### src/rtl/mfs_pkg.sv
package mfs_pkg;

    typedef enum logic [1:0] {
        PH_IDLE   = 2'd0,
        PH_SETTLE = 2'd1,
        PH_CONV   = 2'd2
    } phase_e;

endpackage

### src/rtl/mfs_cfg_check.sv
// Decodes the length code and checks that count x length fills the
// conversion part of the frame.
module mfs_cfg_check #(
    parameter int CNT_W        = 4,
    parameter int LEN_W        = 2,
    parameter int ACTIVE_TICKS = 14
) (
    input  logic [CNT_W-1:0] n_conv,
    input  logic [LEN_W-1:0] len_code,
    output logic [LEN_W:0]   ticks,
    output logic             cfg_ok
);
    localparam int PROD_W = CNT_W + LEN_W + 1;

    logic [PROD_W-1:0] product;

    always_comb begin
        ticks   = (LEN_W+1)'(len_code) + (LEN_W+1)'(1);
        product = PROD_W'(n_conv) * PROD_W'(ticks);
        cfg_ok  = (product == PROD_W'(ACTIVE_TICKS));
    end

endmodule

### src/rtl/mfs_slot_ctr.sv
// Counts ticks inside one slot (settling slot or conversion); at_last
// marks the final tick of the slot, after which the count wraps to zero.
module mfs_slot_ctr #(
    parameter int W = 3
) (
    input  logic         clk,
    input  logic         rst_n,
    input  logic         tick,
    input  logic         hold,
    input  logic [W-1:0] limit,
    output logic         at_last
);
    logic [W-1:0] cnt_d, cnt_q;

    always_comb begin
        at_last = (cnt_q == limit - W'(1));
        cnt_d   = cnt_q;
        if (hold) begin
            cnt_d = '0;
        end else if (tick) begin
            cnt_d = at_last ? '0 : cnt_q + W'(1);
        end
    end

    always_ff @(posedge clk) begin
        if (!rst_n) cnt_q <= '0;
        else        cnt_q <= cnt_d;
    end

endmodule

### src/rtl/mux_frame_seq.sv
module mux_frame_seq #(
    parameter int CNT_W        = 4,
    parameter int LEN_W        = 2,
    parameter int FRAME_TICKS  = 15,
    parameter int SETTLE_TICKS = 1
) (
    input  logic             clk,
    input  logic             rst_n,
    input  logic             tick,
    input  logic             en,
    input  logic [CNT_W-1:0] conv_count,
    input  logic [LEN_W-1:0] len_code,
    output logic [CNT_W-1:0] chan_idx,
    output logic             conv_start,
    output logic             conv_done,
    output logic             settle,
    output logic             frame_start,
    output logic             cfg_err
);
    import mfs_pkg::*;

    localparam int ACTIVE_TICKS = FRAME_TICKS - SETTLE_TICKS;
    localparam int SET_W        = $clog2(SETTLE_TICKS + 1);
    localparam int SLOT_W       = (LEN_W + 1 > SET_W) ? LEN_W + 1 : SET_W;

    typedef struct packed {
        phase_e           phase;
        logic [CNT_W-1:0] chan;
        logic [CNT_W-1:0] n_conv;
        logic [LEN_W:0]   ticks;
        logic             conv_start;
        logic             conv_done;
        logic             frame_start;
        logic             cfg_err;
    } seq_t;

    seq_t seq_d, seq_q;

    logic [LEN_W:0]  new_ticks;
    logic            new_ok;
    logic [SLOT_W-1:0] slot_limit;
    logic            slot_last;
    logic            boundary;

    mfs_cfg_check #(
        .CNT_W       (CNT_W),
        .LEN_W       (LEN_W),
        .ACTIVE_TICKS(ACTIVE_TICKS)
    ) u_cfg (
        .n_conv  (conv_count),
        .len_code(len_code),
        .ticks   (new_ticks),
        .cfg_ok  (new_ok)
    );

    assign slot_limit = (seq_q.phase == PH_SETTLE) ? SLOT_W'(SETTLE_TICKS)
                                                   : SLOT_W'(seq_q.ticks);

    mfs_slot_ctr #(
        .W(SLOT_W)
    ) u_slot (
        .clk    (clk),
        .rst_n  (rst_n),
        .tick   (tick),
        .hold   (seq_q.phase == PH_IDLE),
        .limit  (slot_limit),
        .at_last(slot_last)
    );

    always_comb begin
        seq_d             = seq_q;
        seq_d.conv_start  = 1'b0;
        seq_d.conv_done   = 1'b0;
        seq_d.frame_start = 1'b0;
        boundary          = 1'b0;

        case (seq_q.phase)
            PH_IDLE: begin
                boundary = tick;
            end
            PH_SETTLE: begin
                if (tick && slot_last) begin
                    seq_d.phase      = PH_CONV;
                    seq_d.chan       = '0;
                    seq_d.conv_start = 1'b1;
                end
            end
            PH_CONV: begin
                if (tick && slot_last) begin
                    seq_d.conv_done = 1'b1;
                    if (seq_q.chan == seq_q.n_conv - CNT_W'(1)) begin
                        boundary = 1'b1;
                    end else begin
                        seq_d.chan       = seq_q.chan + CNT_W'(1);
                        seq_d.conv_start = 1'b1;
                    end
                end
            end
            default: begin
                seq_d.phase = PH_IDLE;
            end
        endcase

        if (boundary) begin
            seq_d.chan = '0;
            if (en && new_ok) begin
                seq_d.phase       = PH_SETTLE;
                seq_d.n_conv      = conv_count;
                seq_d.ticks       = new_ticks;
                seq_d.frame_start = 1'b1;
                seq_d.cfg_err     = 1'b0;
            end else begin
                seq_d.phase   = PH_IDLE;
                seq_d.cfg_err = en;
            end
        end
    end

    always_ff @(posedge clk) begin
        if (!rst_n) seq_q <= '0;
        else        seq_q <= seq_d;
    end

    assign chan_idx    = seq_q.chan;
    assign conv_start  = seq_q.conv_start;
    assign conv_done   = seq_q.conv_done;
    assign settle      = (seq_q.phase == PH_SETTLE);
    assign frame_start = seq_q.frame_start;
    assign cfg_err     = seq_q.cfg_err;

endmodule

### config.mk
export PLATFORM = sky130hd
export DESIGN_NAME = mux_frame_seq
export DESIGN_NICKNAME = d
export VERILOG_FILES = /design/src/rtl/mfs_pkg.sv /design/src/rtl/mfs_cfg_check.sv /design/src/rtl/mfs_slot_ctr.sv /design/src/rtl/mux_frame_seq.sv
export SDC_FILE = /design/constraint.sdc
export NUM_CORES = 1
export LEC_CHECK = 0
export CAP_MARGIN = 5
export CORE_AREA = 5 5 81 46
export DETAILED_ROUTE_END_ITERATION = 12
export DIE_AREA = 0 0 86 51
export PLACE_DENSITY = 0.74
export SLEW_MARGIN = 20
export SYNTH_ARGS = -nofsm -noshare
export SYNTH_HDL_FRONTEND = slang
export SYNTH_SLANG_ARGS = --single-unit
### constraint.sdc
create_clock -name clk -period 4.66 [get_ports clk]
set_input_delay 0.699 -clock clk [delete_from_list [all_inputs] [get_ports clk]]
set_output_delay 0.699 -clock clk [all_outputs]
set_load 0.005 [all_outputs]
# ---- Word-level counts from Yosys, hierarchy flattened
# Cells that the tools add are included.
dict set report totals {
  rom_bits 0
  in_bits 10
  latchBits 0
  wordCells 57
  mem_bits_rw 0
  mem_count 0
  out_inout_bits 9
  regBits 20
}
dict set report op_classes {
  n_shift 0
  muxes 19
  magnitude_cmp 0
  n_mul 1
  n_bitwise 1
  n_addsub 5
  div 0
  n_reduce_logical 12
  eq_ne 10
}
# cell n
set op_table {}
lappend op_table {{two-way mux 13 bit} 1}
lappend op_table {{two-way mux 4 bit} 2}
lappend op_table {{one-hot mux 4 bit (2 select lines)} 1}
lappend op_table {{AND reduction 2 bit} 4}
lappend op_table {{equality test 7 x 4 -> 1 bit (second input constant)} 1}
lappend op_table {{multiplier 4 x 3 -> 7 bit} 1}
lappend op_table {{two-way mux 1 bit} 7}
lappend op_table {{two-way mux 7 bit} 1}
lappend op_table {{two-way mux 3 bit} 2}
lappend op_table {{two-way mux 6 bit} 1}
lappend op_table {{OR reduction 2 bit} 3}
lappend op_table {{adder 4 x 1 -> 4 bit (second input constant)} 1}
lappend op_table {{equality test 4 bit} 1}
lappend op_table {{!= test 2 x 1 -> 1 bit (second input constant)} 2}
lappend op_table {{!= test 2 bit (second input constant)} 2}
lappend op_table {{one-hot mux 1 bit (2 select lines)} 2}
lappend op_table {{one-hot mux 2 bit (2 select lines)} 1}
lappend op_table {{AND reduction 4 bit} 1}
lappend op_table {{subtractor 4 x 1 -> 4 bit (second input constant)} 1}
lappend op_table {{adder 2 x 1 -> 3 bit (second input constant)} 1}
lappend op_table {{adder 3 x 1 -> 3 bit (second input constant)} 1}
lappend op_table {{equality test 3 bit} 1}
lappend op_table {{!= test 3 x 1 -> 1 bit (second input constant)} 1}
lappend op_table {{subtractor 3 x 1 -> 3 bit (second input constant)} 1}
lappend op_table {{7 further kinds} 8}

# ---- Logic depth before layout (Yosys ltp)
dict set report depth {
  word_depth 9
  ltp_mapped 12
}

# ---- Hierarchy
# Synthesis repeated with hierarchy kept, for this count alone.
dict set report unflattened {
  cells_unflattened 164
  area_unflattened_um2 1445.1
}
# module cells_each n_inst area_each_um2
set modules_own_cells {}
lappend modules_own_cells {mux_frame_seq 105 1 952.2}
lappend modules_own_cells {mfs_cfg_check 32 1 272.8}
lappend modules_own_cells {mfs_slot_ctr 27 1 220.2}

# ---- Worst setup path after synthesis
# OpenSTA, ideal clock, no wires.
dict set report synth_path {
  path_type {input port to flip-flop}
  from {input port len_code[0]}
  to {register seq_q[15] in the netlist's numbering}
  stages 12
  setup_time_ns 0.095
  t_arrival_ns 3.768
  slack_ns 0.797
  path_cell_list {ha_1 -> nand2_1 -> fa_1 -> inv_1 -> ha_1 -> inv_1 -> fa_1 -> or4b_4 -> nor4b_4 -> nand3_2 -> or4_1 -> o311ai_1}
}
dict set report synth_between {
  elab_chain_cells 6
}
# element line
set synth_lines {}
lappend synth_lines {{from (decl)} mux_frame_seq.sv:12} ;# input logic [LEN_W-1:0] len_code,
lappend synth_lines {{adder 2 x 1 -> 3 bit} mfs_cfg_check.sv:18} ;# ticks = (LEN_W+1)'(len_code) + (LEN_W+1)'(1);
lappend synth_lines {{multiplier 4 x 3 -> 7 bit} mfs_cfg_check.sv:19} ;# product = PROD_W'(n_conv) * PROD_W'(ticks);
lappend synth_lines {{equality test 7 x 4 -> 1 bit} mfs_cfg_check.sv:20} ;# cfg_ok = (product == PROD_W'(ACTIVE_TICKS));
lappend synth_lines {{logical AND 1 bit} mux_frame_seq.sv:106} ;# if (en && new_ok) begin
lappend synth_lines {{two-way mux 1 bit} mux_frame_seq.sv:106}
lappend synth_lines {{two-way mux 13 bit} mux_frame_seq.sv:104} ;# if (boundary) begin
lappend synth_lines {{to (signal assigned)} mux_frame_seq.sv:121} ;# else seq_q <= seq_d;
lappend synth_lines {{to (decl)} mux_frame_seq.sv:37} ;# seq_t seq_d, seq_q;
# Every way passes these cells.
# A chain may end at the register's enable or synchronous reset.

# ---- Worst setup path after layout
dict set report layout_path {
  from {input port len_code[0]}
  to {register seq_q[15] in the netlist's numbering}
}
dict set report layout_between {
  elab_chain_cells 6
}
# element line
set layout_lines {}
lappend layout_lines {{adder 2 x 1 -> 3 bit} mfs_cfg_check.sv:18}
lappend layout_lines {{via new_ticks[1]} mux_frame_seq.sv:39} ;# logic [LEN_W:0] new_ticks;
lappend layout_lines {{multiplier 4 x 3 -> 7 bit} mfs_cfg_check.sv:19}
lappend layout_lines {{equality test 7 x 4 -> 1 bit} mfs_cfg_check.sv:20}
lappend layout_lines {{logical AND 1 bit} mux_frame_seq.sv:106}
lappend layout_lines {{two-way mux 1 bit} mux_frame_seq.sv:106}
lappend layout_lines {{two-way mux 13 bit} mux_frame_seq.sv:104}
# The timed path passes the listed nets, and every way through them passes these cells.

==> flow_summary.json <==
{
  "syn_inst": 170,
  "final_common_cell": "nand2_1",
  "overflow": 0,
  "ys_types": 42,
  "swShare": 0.2482,
  "period_minus_slack_ns": 4.364,
  "drt-vias-per-instance": 5.610,
  "skew_ns": 0.01260,
  "holdPathEnd": "seq_q[5]",
  "final_core_util": 0.6043,
  "io_buffers": 18,
  "tritoncts": "yes",
  "worst_slew_pin_slew_ns": 0.6489,
  "initial_core_util": 0.5225,
  "whs_path_depth": 2,
  "fmax_ghz": 0.2291,
  "rsz0062_at_grt": "no",
  "period_share": 0.9365,
  "wire_per_inst_um": 15.47,
  "syn_to_final_growth_pct": 15.66,
  "grt_pass1_vias": 1208,
  "internal_power_uw": 276.2,
  "gp_congestion": 0.8734,
  "layout_common_cells": "nand2_1 (22), dfxtp_1 (20), clkdlybuf4s50_1 (18)",
  "via_count": 1251,
  "clk_pin_slew_ns": 0.08,
  "clk_path_buf_depth": 2,
  "r2r-start": "seq_q[16]",
  "die_y_um": 51,
  "synthesis.area_sq_um": 1510,
  "finalSetupViolCount": 0,
  "place_hpwl_um": 2806,
  "root_buffer": "clkbuf_8",
  "rows": 14,
  "synth-seq-cells": 20,
  "synthFlopType": "dfxtp_1",
  "r2r_slack_ns": 2.02,
  "cp.arrival_ns": 4.54,
  "seq_area_frac_synth": 0.2651,
  "postRouteAntennaNets": 0,
  "grt_pass1_wl_um": 5809,
  "vdd_drop_max_mv": 0.1159,
  "crit_path_end_kind": "flip-flop",
  "multi_input_area_sq_um": 1016,
  "p_seq_frac": 0.470,
  "clkSinkCount": 20,
  "numCtsBuffers": 3,
  "tns_ns": 0,
  "p_leak_uw": 0.0006897,
  "ios": 19,
  "hp-class": "flip-flop to flip-flop",
  "drt_iter0_drc": 124,
  "drv_cap": 0,
  "setup_ws_ns": 0.2960,
  "powerDensity_nw_per_um2": 210.3,
  "p_clk_frac": 0.364,
  "ff2ff_path_depth": 9,
  "post_cts_buffers": 0,
  "fill_cells": 264,
  "post_cts_resized": 0,
  "worstHoldStart": "seq_q[5]",
  "status": "finished clean",
  "final_nets": 211,
  "antenna_found_initial": 0,
  "slew_violations": 0,
  "coreArea_sq_um": 2890,
  "cp-start-kind": "input port",
  "hold_viol": 0,
  "worstReg2RegEnd": "seq_q[4]",
  "critical_path_required_ns": 4.84,
  "setup.worst_path.class": "input port to flip-flop",
  "track_usage": 0.1692,
  "drt-total-wl_um": 3449,
  "switchingPower_uw": 91.19,
  "firstDrtPassIters": 4,
  "layout.area.seq_sq_um": 400.4,
  "async_flop_share": 0,
  "cts_htree_levels": 1,
  "drive_above_1_share": 0.08197,
  "drc": 0,
  "syn_avg_cell_area_sq_um": 8.884,
  "antennaDiodeCount": 0,
  "slew_headroom": 0.5660,
  "pre_cts_slack_ns": 0.01797,
  "p_total_uw": 367.4,
  "synth_fp_nets": 197,
  "yosys_warnings": 0,
  "hold_ws_ns": 0.4705,
  "combPwrFrac": 0.166,
  "die_area_sq_um": 4386,
  "clk_latency_ns": 0.27,
  "cts_hold_buffers": 0,
  "die_x_um": 86,
  "path_max_fanout": 6,
  "synth_edf_count": 0,
  "grt_max_degree": 20
}
[synth_stat cells, types with 2 or more instances]
cell | n | area share
clkbuf_1 | 5 | 0.012
nand3_1 | 7 | 0.023
buf_4 | 4 | 0.020
mux2i_1 | 9 | 0.060
dfxtp_1 | 20 | 0.27
and2_1 | 7 | 0.029
nor2b_1 | 3 | 0.012
nor2_1 | 9 | 0.022
nor3_1 | 2 | 0.0066
xnor2_1 | 5 | 0.029
or4_1 | 2 | 0.0099
fa_1 | 3 | 0.040
xor2_1 | 3 | 0.017
nand2_1 | 22 | 0.055
nand2b_1 | 5 | 0.021
o21ai_0 | 4 | 0.013
a21oi_1 | 7 | 0.023
or3_1 | 2 | 0.0083
ha_1 | 14 | 0.12
nand4_1 | 4 | 0.017
inv_1 | 12 | 0.030
[flip-flops by register name, indices dropped and copies added, names as in the netlist]
signal and cells:
seq_q 9, conv_start 1, u_slot.cnt_q 3, conv_done 1
chan_idx 4, frame_start 1, cfg_err 1
[stage by stage]
step                      cell area (sq um)  std cells
after CTS                              1747        223
after global routing                   1747        223
final                                  1747        223
after detailed placement               1692        219
after global placement                 1692        219
after floorplan                        1510        170
[worst max-delay path, cell delays in order]
cell and delay, ns:
clkdlybuf4s50_1 0.49, ha_1 0.39, nand2_1 0.09, fa_1 0.50, inv_1 0.04, ha_1 0.20
inv_1 0.08, fa_1 0.41, or4b_4 0.54, nor4b_4 0.28, nand3_2 0.15, or4_1 0.55
o311ai_1 0.10
[final cells by class]
type                       count  area share
multi-input combinational    129      0.5817
tap                           40     0.02865
timing repair buffer          18      0.1032
inverter                      12     0.02579
sequential                    20      0.2292
clock buffer                   4     0.03152
[worst max path at each step]
stage / start / endpoint / slack, ns / cells past startpoint
6_report: len_code[0] / seq_q[15] / 0.30 / 13
5_1_grt: len_code[0] / seq_q[15] / 0.16 / 13
4_1_cts: len_code[0] / seq_q[15] / 0.31 / 13
3_5_place_dp: len_code[0] / seq_q[15] / 0.02 / 13
3_3_place_gp: len_code[0] / seq_q[15] / 0.20 / 13
2_1_floorplan: len_code[0] / seq_q[15] / 0.80 / 12
[logic make-up after synthesis]
kind of cell | after synthesis | share of synthesized area
AO/OA/AOI/OAI | 20 | 0.09529
buffers and inverters | 21 | 0.06214
AND/OR/NAND/NOR | 72 | 0.2817
XOR/XNOR | 10 | 0.07291
multiplexers | 10 | 0.06711
adder cells (fa/ha/maj) | 17 | 0.1558
flip-flops | 20 | 0.2651
[power groups by stage]
stage,Clock [uW],Sequential [uW],Combinational (uW)
3_5_place_dp,0,177,60.1
6_report,134,173,60.9
5_1_grt,145,173,66.9
2_1_floorplan,0,177,38.9
3_3_place_gp,0,177,57.0
4_1_cts,138,173,60.5
[metal layers]
metal	vias to the layer above	global-route usage	wire [um]
li1	613	-	-
met1	600	0.2302	1642
met2	34	0.2775	1584
met3	4	0.04334	205
met4	0	0.02632	17
met5	-	0	0
(Power assumes the default switching activity.)
